**src/rtl/bbr_pkg.sv**
```systemverilog
package bbr_pkg;
  localparam int unsigned BBR_DATA_W   = 8;
  localparam int unsigned BBR_ADDR_W   = 16;
  localparam int unsigned BBR_PAGE_W   = 4;
  localparam int unsigned BBR_SHORT_W  = 8;
  localparam int unsigned BBR_LONG_W   = 16;
  localparam int unsigned BBR_LEN_W    = 4;
  localparam int unsigned BBR_PIPE_BIAS = 6;
endpackage

```
**src/rtl/bbr_bit_test.sv**
```systemverilog
module bbr_bit_test #(
  parameter int unsigned DATA_W = 8
) (
  input  logic [DATA_W-1:0] mem_byte_i,
  input  logic [DATA_W-1:0] mask_i,
  input  logic              test_set_i,
  output logic              pass_o
);
  logic [DATA_W-1:0] miss;

  // a masked bit misses when it differs from the wanted level
  for (genvar b = 0; b < DATA_W; b++) begin : g_bit
    assign miss[b] = mask_i[b] & (mem_byte_i[b] ^ test_set_i);
  end

  assign pass_o = ~|miss;
endmodule

```
**src/rtl/bbr_offset_norm.sv**
```systemverilog
module bbr_offset_norm #(
  parameter int unsigned SHORT_W = 8,
  parameter int unsigned LONG_W  = 16,
  parameter int unsigned FULL_W  = 20
) (
  input  logic              wide_i,
  input  logic [LONG_W-1:0] offset_i,
  output logic [FULL_W-1:0] delta_o
);
  logic [FULL_W-1:0] short_ext;
  logic [FULL_W-1:0] long_ext;
  logic [FULL_W-1:0] sel;

  assign short_ext = {{(FULL_W-SHORT_W){offset_i[SHORT_W-1]}}, offset_i[SHORT_W-1:0]};
  assign long_ext  = {{(FULL_W-LONG_W){offset_i[LONG_W-1]}}, offset_i};
  assign sel       = wide_i ? long_ext : short_ext;
  // word alignment: drop bit 0
  assign delta_o   = {sel[FULL_W-1:1], 1'b0};
endmodule

```
**src/rtl/bbr_addr_step.sv**
```systemverilog
module bbr_addr_step #(
  parameter int unsigned ADDR_W = 16,
  parameter int unsigned PAGE_W = 4,
  localparam int unsigned FULL_W = ADDR_W + PAGE_W
) (
  input  logic [ADDR_W-1:0] addr_i,
  input  logic [PAGE_W-1:0] page_i,
  input  logic [FULL_W-1:0] delta_i,
  output logic [ADDR_W-1:0] addr_o,
  output logic [PAGE_W-1:0] page_o
);
  logic [FULL_W-1:0] sum;

  // page carry/borrow falls out of the full-width add
  assign sum    = {page_i, addr_i} + delta_i;
  assign addr_o = sum[ADDR_W-1:0];
  assign page_o = sum[FULL_W-1:ADDR_W];
endmodule

```
**src/rtl/bit_branch_unit.sv**
```systemverilog
module bit_branch_unit
  import bbr_pkg::*;
#(
  parameter int unsigned DATA_W    = BBR_DATA_W,
  parameter int unsigned ADDR_W    = BBR_ADDR_W,
  parameter int unsigned PAGE_W    = BBR_PAGE_W,
  parameter int unsigned SHORT_W   = BBR_SHORT_W,
  parameter int unsigned LONG_W    = BBR_LONG_W,
  parameter int unsigned LEN_W     = BBR_LEN_W,
  parameter int unsigned PIPE_BIAS = BBR_PIPE_BIAS
) (
  input  logic              clk_i,
  input  logic              rst_ni,
  input  logic              start_i,
  input  logic [DATA_W-1:0] mem_byte_i,
  input  logic [DATA_W-1:0] mask_i,
  input  logic              test_set_i,
  input  logic              wide_off_i,
  input  logic [LONG_W-1:0] offset_i,
  input  logic [ADDR_W-1:0] insn_addr_i,
  input  logic [PAGE_W-1:0] page_i,
  input  logic [LEN_W-1:0]  insn_len_i,
  output logic              valid_o,
  output logic              taken_o,
  output logic [ADDR_W-1:0] pc_o,
  output logic [PAGE_W-1:0] page_o
);
  localparam int unsigned FULL_W = ADDR_W + PAGE_W;

  logic              pass_c;
  logic [FULL_W-1:0] off_c;
  logic [FULL_W-1:0] delta_c;
  logic [ADDR_W-1:0] next_pc_c;
  logic [PAGE_W-1:0] next_page_c;

  bbr_bit_test #(.DATA_W(DATA_W)) u_test (
    .mem_byte_i (mem_byte_i),
    .mask_i     (mask_i),
    .test_set_i (test_set_i),
    .pass_o     (pass_c)
  );

  bbr_offset_norm #(.SHORT_W(SHORT_W), .LONG_W(LONG_W), .FULL_W(FULL_W)) u_off (
    .wide_i   (wide_off_i),
    .offset_i (offset_i),
    .delta_o  (off_c)
  );

  // one shared adder: bias+offset when taken, length when falling through
  always_comb begin
    if (pass_c) delta_c = off_c + FULL_W'(PIPE_BIAS);
    else        delta_c = {{(FULL_W-LEN_W){1'b0}}, insn_len_i};
  end

  bbr_addr_step #(.ADDR_W(ADDR_W), .PAGE_W(PAGE_W)) u_step (
    .addr_i  (insn_addr_i),
    .page_i  (page_i),
    .delta_i (delta_c),
    .addr_o  (next_pc_c),
    .page_o  (next_page_c)
  );

  always_ff @(posedge clk_i or negedge rst_ni) begin
    if (!rst_ni) begin
      valid_o <= 1'b0;
      taken_o <= 1'b0;
      pc_o    <= '0;
      page_o  <= '0;
    end else begin
      valid_o <= start_i;
      if (start_i) begin
        taken_o <= pass_c;
        pc_o    <= next_pc_c;
        page_o  <= next_page_c;
      end
    end
  end
endmodule

```
**config.mk**
```make
export PLATFORM = sky130hd
export DESIGN_NAME = bit_branch_unit
export DESIGN_NICKNAME = d
export VERILOG_FILES = /design/src/rtl/bbr_pkg.sv /design/src/rtl/bbr_bit_test.sv /design/src/rtl/bbr_offset_norm.sv /design/src/rtl/bbr_addr_step.sv /design/src/rtl/bit_branch_unit.sv
export SDC_FILE = /design/constraint.sdc
export NUM_CORES = 1
export LEC_CHECK = 0
export ABC_AREA = 1
export ABC_CLOCK_PERIOD_IN_PS = 2000
export BUFFER_PORTS_ARGS = -buffer_cell sky130_fd_sc_hd__buf_2
export CAP_MARGIN = 20
export CORE_ASPECT_RATIO = 0.7
export CORE_UTILIZATION = 55
export DETAILED_ROUTE_END_ITERATION = 8
export HOLD_SLACK_MARGIN = 0.08
export PLACE_DENSITY = 0.86
export RECOVER_POWER = 100
export SETUP_SLACK_MARGIN = 0.2
export SLEW_MARGIN = 20
export SYNTH_ARGS = -nofsm -noshare
export SYNTH_HDL_FRONTEND = slang
export SYNTH_SLANG_ARGS = --single-unit
export TNS_END_PERCENT = 30
```
**constraint.sdc**
```tcl
create_clock -name clk_i -period 2 [get_ports clk_i]
set_clock_uncertainty 0.1 [all_clocks]
set_input_delay 0.3 -clock clk_i [delete_from_list [all_inputs] [get_ports clk_i]]
set_output_delay 0.3 -clock clk_i [all_outputs]
set_load 0.005 [all_outputs]
```
==> results of run 1 <==
## what timing repair did
item,CTS
pin swaps,35
gates resized for setup,69
endpoints found under the hold margin,22
setup endpoints to repair,19
setup buffers,17
hold buffers,1
## stage by stage
step	utilization	cells	setup slack (ns)	cell area (um2)
CTS	0.929	625	-0.559	4040
detailed placement	0.825	603	-0.979	3590
global placement	0.825	603	-0.903	3590
floorplan	-	396	-0.521	2590
## Yosys cell counts
master    instances  share of area
xnor2_1           6          0.021
and3_1            2         0.0050
o21bai_1          3         0.0090
inv_1            42          0.063
ha_1             20           0.10
o21ai_0          28          0.056
nand2_2           6          0.015
nand3b_1          2         0.0060
a21boi_1          1         0.0030
a21oi_1          33          0.066
clkbuf_1          3         0.0045
dfrtp_1          22           0.22
nor3_1            8          0.016
a21boi_0          2         0.0060
nand4_1           3         0.0075
o21a_1            1         0.0030
xor2_1            3          0.010
inv_2             4         0.0060
nor2_2            3         0.0075
nand3_1          29          0.058
a211oi_1          1         0.0030
nand2_4           2         0.0090
fa_1              1         0.0080
nand3_2           3          0.012
buf_2             2         0.0040
nand2_1         125           0.19
nor2_4            1         0.0045
a31oi_1           2         0.0050
o21ai_2           4          0.014
inv_6             1         0.0035
buf_6             2         0.0090
inv_4             1         0.0025
nor3_4            1         0.0065
nor4_1            2         0.0050
nor2_1           24          0.036
or2_2             1         0.0025
nor3_2            1         0.0040
a21o_1            1         0.0030
## kinds of logic after synthesis
logic type	count (synthesis)	share of synthesized area
buffers and inverters	55	0.0923
XOR/XNOR	9	0.0314
adder cells (fa/ha/maj)	21	0.108
flip-flops	22	0.220
AO/OA/AOI/OAI	76	0.168
AND/OR/NAND/NOR	213	0.381
==> metrics.txt, run 1 <==
status=aborted with a tool error; Failed at=global routing; Tool Error=[ERROR DPL-0038] Utilization greater than 100%, impossible to legalize; CTS Buf Count=3; GP Congestion=0.895; Bufs on Longest Clock Path=2; Seq cells post-synth=22; num rows=20; Syn Nets=around 480; H-tree depth=1; Horiz. Die Dim=82.7 um; Root Buffer Master=clkbuf_8; post-synth cell types=38; Synth Area per Inst=between 6 and 7 um2; post-DP HPWL=about 6200 um; initial core utilization=0.576; clock sink count=22; port bufs=roughly 80; post-GRT worst EP=page_o[3]$_DFFE_PN0P_/D; num ports=between 80 and 90; Gate Count Post-Synth=a little under 400; Ys Warns=0; die height=roughly 58 um; worst_ep kind=register data pin; sequential area share after synthesis=0.220; largest net degree at the start of global routing=28; mapped cell area=about 0.0025 mm2
==> inputs of run 2 (changes only) <==
Settings changed: CORE_ASPECT_RATIO 0.7 to not set, CORE_UTILIZATION 55 to 40, HOLD_SLACK_MARGIN 0.08 to not set, PLACE_DENSITY 0.86 to not set, PLACE_DENSITY_LB_ADDON set to 0.15, SETUP_SLACK_MARGIN 0.2 to not set.
==> metrics.txt, run 2 <==
status=finished, violations left (was aborted with a tool error); failing checks=setup timing; worst-path fanout max=3; top-area cell type share of the netlist area=0.220 (unchanged); global-route wire length before repair=between 10000 and 15000 um; max cap viols=0; dpl ws=-0.968 ns (was -0.979 ns); 1st-iter DRT viols=roughly 100; top_reg_cell synth=dfrtp_1 (unchanged); clock sink count=22 (unchanged); top-count cell post-synth=nand2_1 (unchanged); dpl cell area=0.00365 mm2 (was 0.00359 mm2); GP Congestion=0.944 (was 0.895); critical path class=in2reg; largest net degree at the start of global routing=23; CTS Buf Count=3 (unchanged); most frequent cells in the layout=buf_4 (103), nand2_1 (97), buf_2 (76); initial antenna violation count=0; worst hold path class=in2reg; slew margin rel.=0.663; # fillers=approximately 460; Pwr Density=~400 mW/mm2; post-synthesis compound-gate area fraction=0.168 (unchanged); Setup crit end kind=register; vias in the first global route=just under 3000; most common cell after layout, fill and taps aside=buf_4; synth top area cells=dfrtp_1 (22%), nand2_1 (19%), ha_1 (10%) (unchanged); Synth Area per Inst=6.33 um2 (unchanged); Synth area leader=dfrtp_1 (unchanged); CTS tree=yes; Async SR Flop Fraction=1.00 (unchanged); final WL=between 8000 and 9000 um; Synth Area in Simple Gates=0.381 (unchanged); port bufs=81 (unchanged); H-tree depth=1 (unchanged); crit start category=input pin; sequential area share after synthesis=0.220 (unchanged); max frequency=0.389 GHz; post-synth cell types=38 (unchanged); Req. time, crit path=2.06 ns; die height=81.2 um (was 58.5 um); Worst-Margin Slew=just over 0.5 ns; wire per inst=13.1 um; Ant. Diodes=0; final setup fails=18; Pleak=roughly 2.4 nW; Biggest register=pc_o; die area=between 0.006 and 0.007 mm2; top flop regs=pc_o (16), page_o (4); final slew viol count=0; Skew-Pair Late Insertion Delay=0.26 ns; Initial DRT Pass Iterations=4; adder-cell share of the synthesized area=0.108 (unchanged); Tcrit/Tclk final=1.29; Largest register FFs=16; post-synthesis mux area share=0 (unchanged); initial core utilization=0.419 (was 0.576); nets=roughly 670; Clock Pin Slew Worst Setup and Hold Paths=around 0.080 ns; Seq cells post-synth=22 (unchanged); mapped cell area=0.00251 mm2 (unchanged); Final Instance Area=0.00449 mm2; RSZ-0062 raised after global routing=true; Post-synth EDFFs=0 (unchanged); main combinational cell family by area after synthesis=simple AND/OR/NAND/NOR gates (unchanged); Horiz. Die Dim=81.2 um (was 82.7 um); share of layout cells above drive strength 1=0.567; Syn Nets=478 (unchanged); num rows=28 (was 20); final hold vios=0; Post-Synth XOR/XNOR Area=0.0314 (unchanged); GR Util All Layers=0.237; worst vdd rail ir drop=between 0.4 and 0.5 mV; routed vias=roughly 3300; synth-to-layout area growth=79.1%; Worst Path Arrival=around 2.6 ns; Commonest cells post-synth=nand2_1 (125), inv_1 (42), a21oi_1 (33) (unchanged); Bufs on Longest Clock Path=2 (unchanged); Root Buffer Master=clkbuf_8 (unchanged); Reg area=approximately 550 um2; post-DP HPWL=5970 um (was 6200 um); gr ovfl total=0; vias per inst=4.95; num ports=83 (unchanged); Final Critical Period=approximately 2.6 ns; Gate Count Post-Synth=396 (unchanged); Ys Warns=0 (unchanged); post-route ant nets=0; drt drc=0; area occupied by multi-input gates=around 0.0023 mm2; Core Region=0.00599 mm2; slack of the critical path=-0.572 ns
==> run 2: cell counts after synthesis <==
Identical to the previous run, type by type.
==> run 2: layout make-up <==
class / count / area share
timing repair buffer: 191 / 0.297
multi-input combinational: 319 / 0.503
tap: 75 / 0.0209
inverter: 48 / 0.0446
sequential: 22 / 0.123
clock buffer: 4 / 0.0123
==> run 2: stage by stage <==
stage	TNS (ns)	hold slack, ns	power, mW	util	instances
2_1_floorplan	-6.96	-0.0956	0.920	-	396
3_3_place_gp	-13.35	0.185	1.28	0.609	626
3_5_place_dp	-14.94	0.196	1.30	0.609	626
4_1_cts	-6.73	0.197	1.71	0.670	642
5_1_grt	-9.77	0.206	1.98	0.750	659
6_report	-7.04	0.213	1.85	0.750	659
==> run 2: path summary, 6_finish.rpt <==
path	slack, ns	startpoint	to	cells after the start
worst max-delay path	-0.57	offset_i[2]	pc_o[13]$_DFFE_PN0P_	18
worst max register to register	1.24	pc_o[11]$_DFFE_PN0P_	pc_o[11]$_DFFE_PN0P_	2
min in group asynchronous	0.43	rst_ni	pc_o[3]$_DFFE_PN0P_	2
worst min register to register	0.38	pc_o[2]$_DFFE_PN0P_	pc_o[2]$_DFFE_PN0P_	2
worst min-delay path	0.21	start_i	valid_o$_DFF_PN0_	1
max in group asynchronous	1.03	rst_ni	pc_o[9]$_DFFE_PN0P_	2
==> run 2: what timing repair did <==
action,4_1_cts,5_1_grt
gates cloned,0,2
pin swaps,39,76
resized for setup,59,82
endpoints found under the hold margin,22,0
hold buffers,1,0
setup buffers,11,15
endpoints found under the setup margin,19,18
==> run 2: critical path, stage by stage <==
cell and delay, ns:
buf_6 0.07, o21a_1 0.14, nand2_2 0.07, nor3_4 0.14, nand2_2 0.10, buf_4 0.15
nor3_1 0.22, nor2_1 0.09, nor3_2 0.18, ha_4 0.26, nand2_4 0.09, buf_4 0.12
nor2_2 0.05, a21oi_1 0.21, nand2_2 0.11, or2_4 0.24, nand3_2 0.05, nand2_1 0.05
==> run 2: cell families after synthesis <==
group,after synthesis
buffers and inverters,55
DFF,22
and+or+nand+nor,213
adders and majority gates,21
AOI/OAI and AO/OA,76
xor gates and xnor gates,9
==> run 2: layer usage <==
metal / up-vias / track usage / part of all wire
met5: - / 0 / 0
met4: 0 / 0.0500 / 0.022
met3: 20 / 0.0371 / 0.028
met2: 67 / 0.461 / 0.53
met1: 1501 / 0.267 / 0.42
li1: 1671 / - / -
==> run 2: where the power goes <==
group | total (mW) | switching, mW | internal [mW]
sequential | 0.540 | 0.0314 | 0.508
clock | 0.321 | 0.145 | 0.176
combinational | 0.986 | 0.485 | 0.501
Power figures use the tool's default switching activity.
==> inputs of run 3 (changes only) <==
Settings changed: ABC_CLOCK_PERIOD_IN_PS 2000 to 2930.
Clock period 2 ns to 2.93 ns, I/O delays scaled along.
==> metrics.txt, run 3 (same netlist as run 2, synthesis figures left out) <==
status=complete, no violations (was finished, violations left); R2R Setup Slk=2.13 ns (was 1.24 ns); fin cells=616 (was 659); P_int=0.755 mW (was 1.18 mW); Clock Pin Slew Worst Setup and Hold Paths=0.08 ns (about the same); # fillers=604 (was 455); vias per inst=4.85 (was 4.95); max frequency=approximately 0.36 GHz; worst-path fanout max=4 (was 3); worst vdd rail ir drop=0.286 mV (was 0.446 mV); post-DP HPWL=5750 um (was 5970 um); R2R cell count=2 (unchanged); Clock Power Share=0.250 (was 0.174); area occupied by multi-input gates=0.00178 mm2 (was 0.00226 mm2); Bufs on Longest Clock Path=2 (unchanged); Req. time, crit path=2.98 ns (was 2.06 ns); initial core utilization=0.419 (unchanged); Tot Pwr=1.12 mW (was 1.85 mW); final WL=6810 um (was 8620 um); Final Critical Period=2.79 ns; initial antenna violation count=0 (unchanged); setup_tns=0 ns (was -7.04 ns); Placed Cells=611 (was 626); Worst-Margin Slew=1.15 ns (was 0.505 ns); final hold vios=0 (unchanged); vias in the first global route=2778 (was 2982); final slew viol count=0 (unchanged); die area=0.00659 mm2 (unchanged); H-tree depth=1 (unchanged); Pleak=2.03 nW (was 2.38 nW); gr ovfl total=0 (unchanged); Ant. Diodes=0 (unchanged); Sw Ratio=0.329 (was 0.359); dpl cell area=0.00346 mm2 (was 0.00365 mm2); 1st-iter DRT viols=94 (was 103); CTS Buf Count=3 (unchanged); wire per inst=11.1 um (was 13.1 um); port bufs=81 (unchanged); share of layout cells above drive strength 1=0.322 (was 0.567); routed vias=2989 (was 3259); Core Region=0.00599 mm2 (unchanged); Tcrit/Tclk final=0.952; critical path class=in2reg (unchanged); Root Buffer Master=clkbuf_8 (unchanged); Worst Path Arrival=2.84 ns (was 2.63 ns); Comb pwr share=0.422 (was 0.534); GR Util All Layers=0.215 (was 0.237); largest net degree at the start of global routing=32 (was 23); Critical R2R Launch=pc_o[8]$_DFFE_PN0P_ (was pc_o[11]$_DFFE_PN0P_); worst r2r dst=pc_o[8]$_DFFE_PN0P_ (was pc_o[11]$_DFFE_PN0P_); max cap viols=0 (unchanged); clock sink count=22 (unchanged); slew margin rel.=0.233 (was 0.663); Setup crit end kind=register (unchanged); Sequential Power Share=0.328 (was 0.292); most frequent cells in the layout=nand2_1 (122), buf_4 (65), buf_2 (62) (was buf_4 (103), nand2_1 (97), buf_2 (76)); RSZ-0062 raised after global routing=true (unchanged); Sw Pwr=0.370 mW (was 0.662 mW); dpl ws=-0.243 ns (was -0.968 ns); most common cell after layout, fill and taps aside=nand2_1 (was buf_4); slack of the critical path=0.141 ns (was -0.572 ns); crit start category=input pin (unchanged); drt drc=0 (unchanged); post-route ant nets=0 (unchanged); global-route wire length before repair=11300 um (was 12300 um); num rows=28 (unchanged); Horiz. Die Dim=81.2 um (unchanged); synth-to-layout area growth=42.4% (was 79.1%); nets=624 (was 667); CTS tree=yes (unchanged); top flop regs=pc_o (16), page_o (4) (unchanged); Skew-Pair Late Insertion Delay=0.26 ns (about the same); Largest register FFs=16 (unchanged); final setup fails=0 (was 18); Biggest register=pc_o (unchanged); GP Congestion=0.926 (was 0.944); Final Instance Area=0.00357 mm2 (was 0.00449 mm2); Initial DRT Pass Iterations=4 (unchanged); die height=81.2 um (unchanged); worst hold path class=in2async (was in2reg); num ports=83 (unchanged); Reg area=551 um2 (unchanged); Pwr Density=315 mW/mm2 (was 411 mW/mm2); CTS Hold Bufs=0 (was 1)
run 3: through the flow:
stage	hold slack, ns	util
floorplan	0.0439	-
global placement	0.329	0.577
detailed placement	0.329	0.577
CTS	0.0430	0.589
global route	0.336	0.596
finish	0.279	0.596
run 3: routing by layer:
layer | up-vias | wire [um] | global-route usage
li1 | 1591 | - | -
met1 | 1334 | 3090 | 0.253
met2 | 62 | 3490 | 0.419
met3 | 2 | 212 | 0.0303
met4 | 0 | 21 | 0.0179
met5 | - | 0 | 0
run 3: worst max-delay path by stage:
stage,cells past startpoint,slack (ns),to,from
floorplan,20,0.19,pc_o[13]$_DFFE_PN0P_,test_set_i
global placement,18,-0.15,page_o[2]$_DFFE_PN0P_,test_set_i
detailed placement,19,-0.24,page_o[3]$_DFFE_PN0P_,test_set_i
CTS,19,0.03,page_o[3]$_DFFE_PN0P_,test_set_i
global route,20,-0.08,page_o[3]$_DFFE_PN0P_,offset_i[2]
finish,20,0.14,page_o[3]$_DFFE_PN0P_,offset_i[2]
run 3: worst max-delay path: stages:
cell	delay (ns)
buf_2	0.09
o21a_1	0.14
nand2_1	0.08
nor3_2	0.24
nand2_2	0.12
nor3_4	0.18
buf_4	0.17
nand2_1	0.05
nand2_1	0.05
nor2_1	0.04
ha_1	0.31
nand2_1	0.12
inv_1	0.06
and3_1	0.18
o21ai_1	0.13
nand2_1	0.08
nor2_1	0.09
nand3_1	0.08
nand3_1	0.12
nand2_1	0.07
run 3: layout make-up:
class,instances,share of cell area
repair buffers,148,0.249
flip-flops and latches,22,0.154
multi-input cells,319,0.498
clock buffers,3,0.0116
clock inverters,1,0.00841
well taps,75,0.0263
inverters,48,0.0526
run 3: timing repair:
action | 4_1_cts | 5_1_grt
gates resized for setup | 0 | 23
endpoints found under the setup margin | 0 | 15
setup buffers | 0 | 1
run 3: power by group through the flow:
stage                     Clock, mW  Sequential (mW)  Combinational (mW)
after CTS                     0.286            0.368               0.475
after global placement            0            0.374               0.461
after detailed placement          0            0.373               0.472
after global routing          0.299            0.375               0.540
after floorplan                   0            0.379               0.233
final                         0.281            0.369               0.475
